==> src/rtl/lsc_pkg.sv <==
package lsc_pkg;

    typedef enum logic [2:0] {
        LOP_AND = 3'd0,
        LOP_OR  = 3'd1,
        LOP_XOR = 3'd2,
        LOP_NOT = 3'd3,
        LOP_SHL = 3'd4,
        LOP_SHR = 3'd5,
        LOP_ROR = 3'd6,
        LOP_ROL = 3'd7
    } logic_op_e;

    typedef enum logic [2:0] {
        REL_GT  = 3'd0,
        REL_GE  = 3'd1,
        REL_LT  = 3'd2,
        REL_LE  = 3'd3,
        REL_EQ  = 3'd4,
        REL_NE  = 3'd5,
        REL_RS6 = 3'd6,
        REL_RS7 = 3'd7
    } rel_op_e;

    typedef struct packed {
        logic valid;
        logic truth;
    } rel_res_t;

endpackage

==> src/rtl/lsc_logic.sv <==
module lsc_logic #(
    parameter int DATA_W = 16
) (
    input  lsc_pkg::logic_op_e op,
    input  logic [DATA_W-1:0]  a,
    input  logic [DATA_W-1:0]  b,
    output logic [DATA_W-1:0]  y
);
    import lsc_pkg::*;

    localparam int SH_W = $clog2(DATA_W);

    logic [SH_W-1:0]     amt;
    logic [2*DATA_W-1:0] dbl;
    logic [2*DATA_W-1:0] dbl_r;
    logic [2*DATA_W-1:0] dbl_l;

    assign amt   = b[SH_W-1:0];
    assign dbl   = {a, a};
    assign dbl_r = dbl >> amt;
    assign dbl_l = dbl << amt;

    always_comb begin
        unique case (op)
            LOP_AND: y = a & b;
            LOP_OR:  y = a | b;
            LOP_XOR: y = a ^ b;
            LOP_NOT: y = ~b;
            LOP_SHL: y = a << amt;
            LOP_SHR: y = a >> amt;
            LOP_ROR: y = dbl_r[DATA_W-1:0];
            LOP_ROL: y = dbl_l[2*DATA_W-1:DATA_W];
            default: y = '0;
        endcase
    end

endmodule

==> src/rtl/lsc_compare.sv <==
module lsc_compare #(
    parameter int DATA_W = 16
) (
    input  lsc_pkg::rel_op_e  op,
    input  logic [DATA_W-1:0] a,
    input  logic [DATA_W-1:0] b,
    output lsc_pkg::rel_res_t res
);
    import lsc_pkg::*;

    logic gt, eq;

    assign gt = a > b;
    assign eq = a == b;

    always_comb begin
        res.valid = 1'b1;
        unique case (op)
            REL_GT:  res.truth = gt;
            REL_GE:  res.truth = gt | eq;
            REL_LT:  res.truth = ~(gt | eq);
            REL_LE:  res.truth = ~gt;
            REL_EQ:  res.truth = eq;
            REL_NE:  res.truth = ~eq;
            default: begin
                res.valid = 1'b0;
                res.truth = 1'b0;
            end
        endcase
    end

endmodule

==> src/rtl/lsc_unit.sv <==
module lsc_unit #(
    parameter int DATA_W = 16
) (
    input  logic              clk,
    input  logic              rst,
    input  logic              exec_en,
    input  logic              grp_cmp,
    input  logic [2:0]        sub_op,
    input  logic [DATA_W-1:0] opnd_a,
    input  logic [DATA_W-1:0] opnd_b,
    output logic [DATA_W-1:0] dest_q,
    output logic              dest_wr,
    output logic              truth_q
);
    import lsc_pkg::*;

    logic [DATA_W-1:0] logic_y;
    rel_res_t          rel;
    logic              do_logic;
    logic              do_cmp;

    assign do_logic = exec_en & ~grp_cmp;
    assign do_cmp   = exec_en & grp_cmp;

    lsc_logic #(.DATA_W(DATA_W)) logic_i (
        .op (logic_op_e'(sub_op)),
        .a  (opnd_a),
        .b  (opnd_b),
        .y  (logic_y)
    );

    lsc_compare #(.DATA_W(DATA_W)) cmp_i (
        .op  (rel_op_e'(sub_op)),
        .a   (opnd_a),
        .b   (opnd_b),
        .res (rel)
    );

    always_ff @(posedge clk) begin
        if (rst) begin
            dest_q  <= '0;
            dest_wr <= 1'b0;
            truth_q <= 1'b0;
        end else begin
            dest_wr <= do_logic;
            if (do_logic) begin
                dest_q <= logic_y;
            end
            if (do_cmp && rel.valid) begin
                truth_q <= rel.truth;
            end
        end
    end

    AST_RESET_CLEAR: assert property (@(posedge clk) disable iff (rst)
        $past(rst) |-> (dest_q == '0 && !truth_q && !dest_wr));
    AST_IDLE_HOLD: assert property (@(posedge clk) disable iff (rst)
        (!$past(rst) && !$past(exec_en)) |-> ($stable(dest_q) && $stable(truth_q) && !dest_wr));
    AST_RSVD_REL_HOLD: assert property (@(posedge clk) disable iff (rst)
        (!$past(rst) && $past(exec_en && grp_cmp && sub_op[2] && sub_op[1])) |-> $stable(truth_q));
    AST_CMP_NO_DEST: assert property (@(posedge clk) disable iff (rst)
        (!$past(rst) && $past(exec_en && grp_cmp)) |-> ($stable(dest_q) && !dest_wr));
    AST_LOGIC_NO_TRUTH: assert property (@(posedge clk) disable iff (rst)
        (!$past(rst) && $past(exec_en && !grp_cmp)) |-> ($stable(truth_q) && dest_wr));

endmodule

==> config.mk <==
export PLATFORM = sky130hd
export DESIGN_NAME = lsc_unit
export DESIGN_NICKNAME = d
export VERILOG_FILES = /design/src/rtl/lsc_pkg.sv /design/src/rtl/lsc_logic.sv /design/src/rtl/lsc_compare.sv /design/src/rtl/lsc_unit.sv
export SDC_FILE = /design/constraint.sdc
export NUM_CORES = 1
export LEC_CHECK = 0
export BUFFER_PORTS_ARGS = -buffer_cell sky130_fd_sc_hd__buf_4
export CAP_MARGIN = 20
export CORE_ASPECT_RATIO = 0.9
export CORE_MARGIN = 5
export CORE_UTILIZATION = 50
export CTS_CLUSTER_DIAMETER = 60
export CTS_CLUSTER_SIZE = 12
export DETAILED_ROUTE_END_ITERATION = 8
export GPL_ROUTABILITY_DRIVEN = 0
export HOLD_SLACK_MARGIN = 0.03
export PLACE_DENSITY = 0.83
export SLEW_MARGIN = 20
export SYNTH_ARGS = -nofsm -noshare
export SYNTH_HDL_FRONTEND = slang
export SYNTH_SLANG_ARGS = --single-unit
==> constraint.sdc <==
create_clock -name clk -period 6.5 [get_ports clk]
set_input_delay 0.325 -clock clk [delete_from_list [all_inputs] [get_ports clk]]
set_output_delay 0.325 -clock clk [all_outputs]
set_load 0.02 [all_outputs]
# Word level (Yosys, flattened, before mapping)
# Cells that the tools add are included.
[classes]
n_lt_le_gt_ge = 1
n_mux = 3
n_bitwise = 11
reduce_logical = 3
n_shift = 4
eq_ne = 8
[op_table]
columns = ["cell", "n"]
rows = [
  ["$pmux W16 S8", 1],
  ["$shl A32 B4 Y32", 1],
  ["$shr A32 B4 Y16", 1],
  ["$and A16 B16 Y16", 1],
  ["$eq A16 B16 Y1", 1],
  ["$gt A16 B16 Y1", 1],
  ["$not A16 Y16", 1],
  ["$or A16 B16 Y16", 1],
  ["$shl A16 B4 Y16", 1],
  ["$shr A16 B4 Y16", 1],
  ["$xor A16 B16 Y16", 1],
  ["$eq A3 B3 Y1 const B", 4],
  ["$eq A3 B2 Y1 const B", 2],
  ["$pmux W1 S6", 1],
  ["$reduce_or A6 Y1", 1],
  ["$not A1 Y1", 4],
  ["$eq A3 B1 Y1 const B", 1],
  ["$logic_not A3 Y1", 1],
  ["$and A1 B1 Y1", 2],
  ["$logic_and A1 B1 Y1", 1],
  ["$mux W1", 1],
  ["$or A1 B1 Y1", 1],
]
[totals]
elab_cells = 33
output_inout_bits = 18
register_bits = 18

# Longest topological paths before layout
[depth]
depth_word = 4
ltp_mapped = 11
ltp_nobuf = 8

# Modules after synthesis
# Synthesis repeated with hierarchy kept, for this count alone.
[hier_totals]
cells_unflattened = 529
hier_area_um2 = 4342.9
[modules_own_cells]
columns = ["mod", "n_inst", "area_each_um2", "cells_per_inst"]
rows = [
  ["lsc_logic", 1, 3149.3, 384],
  ["lsc_unit", 1, 715.7, 78],
  ["lsc_compare", 1, 478.0, 67],
]

# Worst setup path before layout
# OpenSTA, ideal clock, no wires.
[synth_timing]
path_kind = "input to register"
startpoint = "input port opnd_b[2]"
endpoint = "register truth_q"
setup_time_ns = 0.127
path_buffers = 2
stages = 10
slack_ns = 3.773
t_arrival_ns = 2.600
required_ns = 6.373
path_cell_list = "buf_2 > inv_2 > clkbuf_1 > ha_1 > or4_1 > or4_1 > nor3_1 > o311ai_1 > o41ai_1 > nor3_1"
[synth_between]
elab_chain_len = 4
[synth_lines]
columns = ["item", "line_no", "text"]
rows = [
  ["from (decl)", "lsc_unit.sv:10", "input logic [DATA_W-1:0] opnd_b,"],
  ["$gt A16 B16 Y1 / $eq A16 B16 Y1 (equally long branches)", "lsc_compare.sv:13, lsc_compare.sv:14", ""],
  ["$or A1 B1 Y1", "lsc_compare.sv:20, lsc_compare.sv:21", ""],
  ["$not A1 Y1", "lsc_compare.sv:21", "REL_LT: res.truth = ~(gt | eq);"],
  ["$pmux W1 S6 *", "lsc_compare.sv:18", "unique case (op)"],
  ["to (signal assigned)", "lsc_unit.sv:50", "truth_q <= rel.truth;"],
  ["to (decl)", "lsc_unit.sv:13", "output logic truth_q"],
]
# Every way passes the cells marked *; elsewhere a longest branch is shown, timed or not.
# A chain may end at the register's enable or synchronous reset.

# Worst setup path in the final report
# Ends and elaborated chain as after synthesis.

==> impl_metrics.json <==
{
  "status": "completed",
  "p_leak_uw": 0.00194,
  "critical_path_class": "input pin to flop",
  "relSlewSlack_pct": 39.7,
  "grt_pass1_vias": 3972,
  "post-cts-setup-buffers": 0,
  "power_density_nw_per_um2": 116,
  "drt-vias-per-instance": 6.77,
  "start_kind": "input pin",
  "cp.arrival_ns": 2.87,
  "crit_family": "simple AND/OR/NAND/NOR gates",
  "max_freq_mhz": 368,
  "dieArea_sq_um": 9440,
  "critical_path_required_ns": 6.65,
  "fin_setup_tns_ns": 0,
  "firstDrtPassIters": 5,
  "post_cts_resized": 0,
  "core_sq_um": 7470,
  "drt-met1-wl_um": 4900,
  "place_area_sq_um": 4170,
  "hold_viol": 0,
  "antenna_cells": 0,
  "die_height_um": 92.7,
  "vias": 4186,
  "drive_gt1_share_pct": 16.7,
  "finClkSkew_ns": 0,
  "finalCriticalPeriod_ns": 2.72,
  "setup_viol": 0,
  "wl_met3_um": 1480,
  "netlist_area_sq_um": 3800,
  "path_buf_inv": 2,
  "final_util_pct": 56.6,
  "synth_ff_type": "dfxtp_1",
  "htreeDepth": 1,
  "antenna_found_initial": 1,
  "grt_start_max_net_pins": 41,
  "grt_usage_pct": 27.1,
  "cp-end-kind": "flop",
  "nets": 611,
  "hold_class": "input pin to flop",
  "cap_violations": 0,
  "drv_slew": 0,
  "rsz0062_at_grt": "no",
  "yosysSeqAreaShare_pct": 9.49,
  "num_rows": 30,
  "syn_to_final_growth_pct": 11.2,
  "fin_cells": 618,
  "start_util_pct": 50.9,
  "top_layer_used": "met5",
  "critPathMaxStageDelay_ns": 0.59,
  "syn_inst": 494,
  "ctsHoldBuffers": 0,
  "drc": 0,
  "clock_latency_ns": 0.26,
  "placedCellCount": 614,
  "crit_chain": "buf_4 -> inv_2 -> ha_1 -> or4_1 -> or4_1 -> nor4_1 -> o311ai_1 -> o41ai_1 -> nor3_1",
  "fin_crit_sh_pct": 41.8,
  "cts.root.buffer_cell": "clkbuf_8",
  "syn-num-nets": 582,
  "syn_avg_cell_area_sq_um": 7.69,
  "drt_wl_total_um": 12700,
  "grt_pass1_wl_um": 20600,
  "portBuffers": 56,
  "drt_iter0_drc": 604,
  "cp_common_cell": "or4_1",
  "ant_nets": 0,
  "cts.sinks": 18,
  "fillers": 671,
  "cts_tree": "done",
  "yosys_warnings": 0,
  "async_flop_share_pct": 0,
  "synth-edff-count": 0,
  "power.total_uw": 492,
  "ys_types": 70,
  "grt_overflow": 0,
  "met2_wirelength_um": 5530,
  "synth_seq_cells": 18,
  "dp_hpwl_um": 9740,
  "irDropWorstVdd_uv": 65.2,
  "clockBufferDepth": 2,
  "path_clk_slew_ns": 0.08,
  "slowest_stage": "or4_1",
  "io_pins": 57,
  "worst_slew_pin_slew_ns": 0.901,
  "finalInstanceArea_sq_um": 4230,
  "crit_fanout": 29,
  "numCtsBuffers": 3,
  "die-width_um": 102,
  "routedWlPerCell_um": 20.6
}
through the flow:
step,setup WS [ns],hold WS (ns)
6_report,3.78,0.360
3_5_place_dp,3.57,0.451
2_1_floorplan,3.77,0.523
3_3_place_gp,3.61,0.443
5_1_grt,3.64,0.376
4_1_cts,3.84,0.354
Yosys cell counts, drive strengths merged (4+ instances only):
master	number	area, sq um
ha	49	613
nor2	42	158
inv	41	154
nand2	38	143
mux2i	37	370
o21ai	29	149
a21oi	26	130
buf	19	128
dfxtp	18	360
mux2	18	214
nor3	16	80.1
a221oi	15	131
clkbuf	15	56.3
a2111oi	9	78.8
mux4	9	203
nor2b	9	56.3
nand2b	8	50.1
nor4	8	56.3
a211oi	7	52.6
nand3	7	35.0
a22oi	5	37.5
and3	5	31.3
o31ai	5	37.5
o21bai	4	33.8
or4	4	33.8
cell type report:
cell class / instances / area (sq um) / share of cell area (%)
clock buffer: 4 / 55.1 / 1.30
inverter: 41 / 154 / 3.64
multi-input combinational: 401 / 3100 / 73.4
sequential: 18 / 360 / 8.53
tap: 96 / 120 / 2.84
timing repair buffer: 58 / 435 / 10.3
per-layer routing:
metal | up-vias | track usage, %
li1 | 1885 | -
met1 | 1921 | 35.9
met2 | 307 | 41.3
met3 | 71 | 6.02
met4 | 2 | 13.4
met5 | - | 0
layout by cell type (no fill, tap or decap), types with 3 or more instances in the layout:
cell type	n
a2111oi_0	9
a211oi_1	7
a21oi_1	26
a221oi_1	15
a22o_1	3
a22oi_1	5
a31oi_1	3
and3_1	5
buf_4	58
clkbuf_8	4
dfxtp_1	18
ha_1	49
inv_1	38
inv_2	3
mux2_1	10
mux2_2	5
mux2_4	3
mux2i_1	37
mux4_2	9
nand2_1	38
nand2b_1	8
nand3_1	7
nor2_1	42
nor2b_1	9
nor3_1	16
nor4_1	7
o211ai_1	3
o21a_1	3
o21ai_0	23
o21ai_1	5
o21bai_1	3
o31ai_1	5
or3_1	3
or4_1	3
power breakdown:
part | leakage (uW) | internal [uW] | switching [uW]
registers | 0.000148 | 118 | 5.03
clock network | 0.0000288 | 53.9 | 40.2
logic | 0.00176 | 107 | 168
path summary, 6_finish.rpt:
kind / from / to / slack, ns / cells past startpoint
hold / removal: rst / dest_q[9] / 0.36 / 2
setup / recovery: opnd_b[2] / truth_q / 3.78 / 9
hold reg to reg: dest_q[15] / dest_q[15] / 0.46 / 2
setup reg to reg: dest_q[0] / dest_q[0] / 5.10 / 3
worst register-to-register path, stage by stage, from the launching register on:
cell and delay, ns:
dfxtp_1 0.34, a22oi_1 0.27, or4b_1 0.48, and3_1 0.20
cells by family (layout without fill, tap and decap cells):
family                   count (synthesis)  after routing  synth area share, %
AO/OA/AOI/OAI                          134            134                 24.6
XOR/XNOR                                 2              2                0.461
adder cells (fa/ha/maj)                 49             49                 16.1
buffers and inverters                   75            103                 8.89
flip-flops                              18             18                 9.49
multiplexers                            64             64                 20.7
AND/OR/NAND/NOR                        152            152                 19.7
state kept, by name (all words and copies together), names as in the netlist:
signal	cells
dest_q	16
dest_wr	1
truth_q	1
Note: power is estimated with default switching activity, not from simulation.
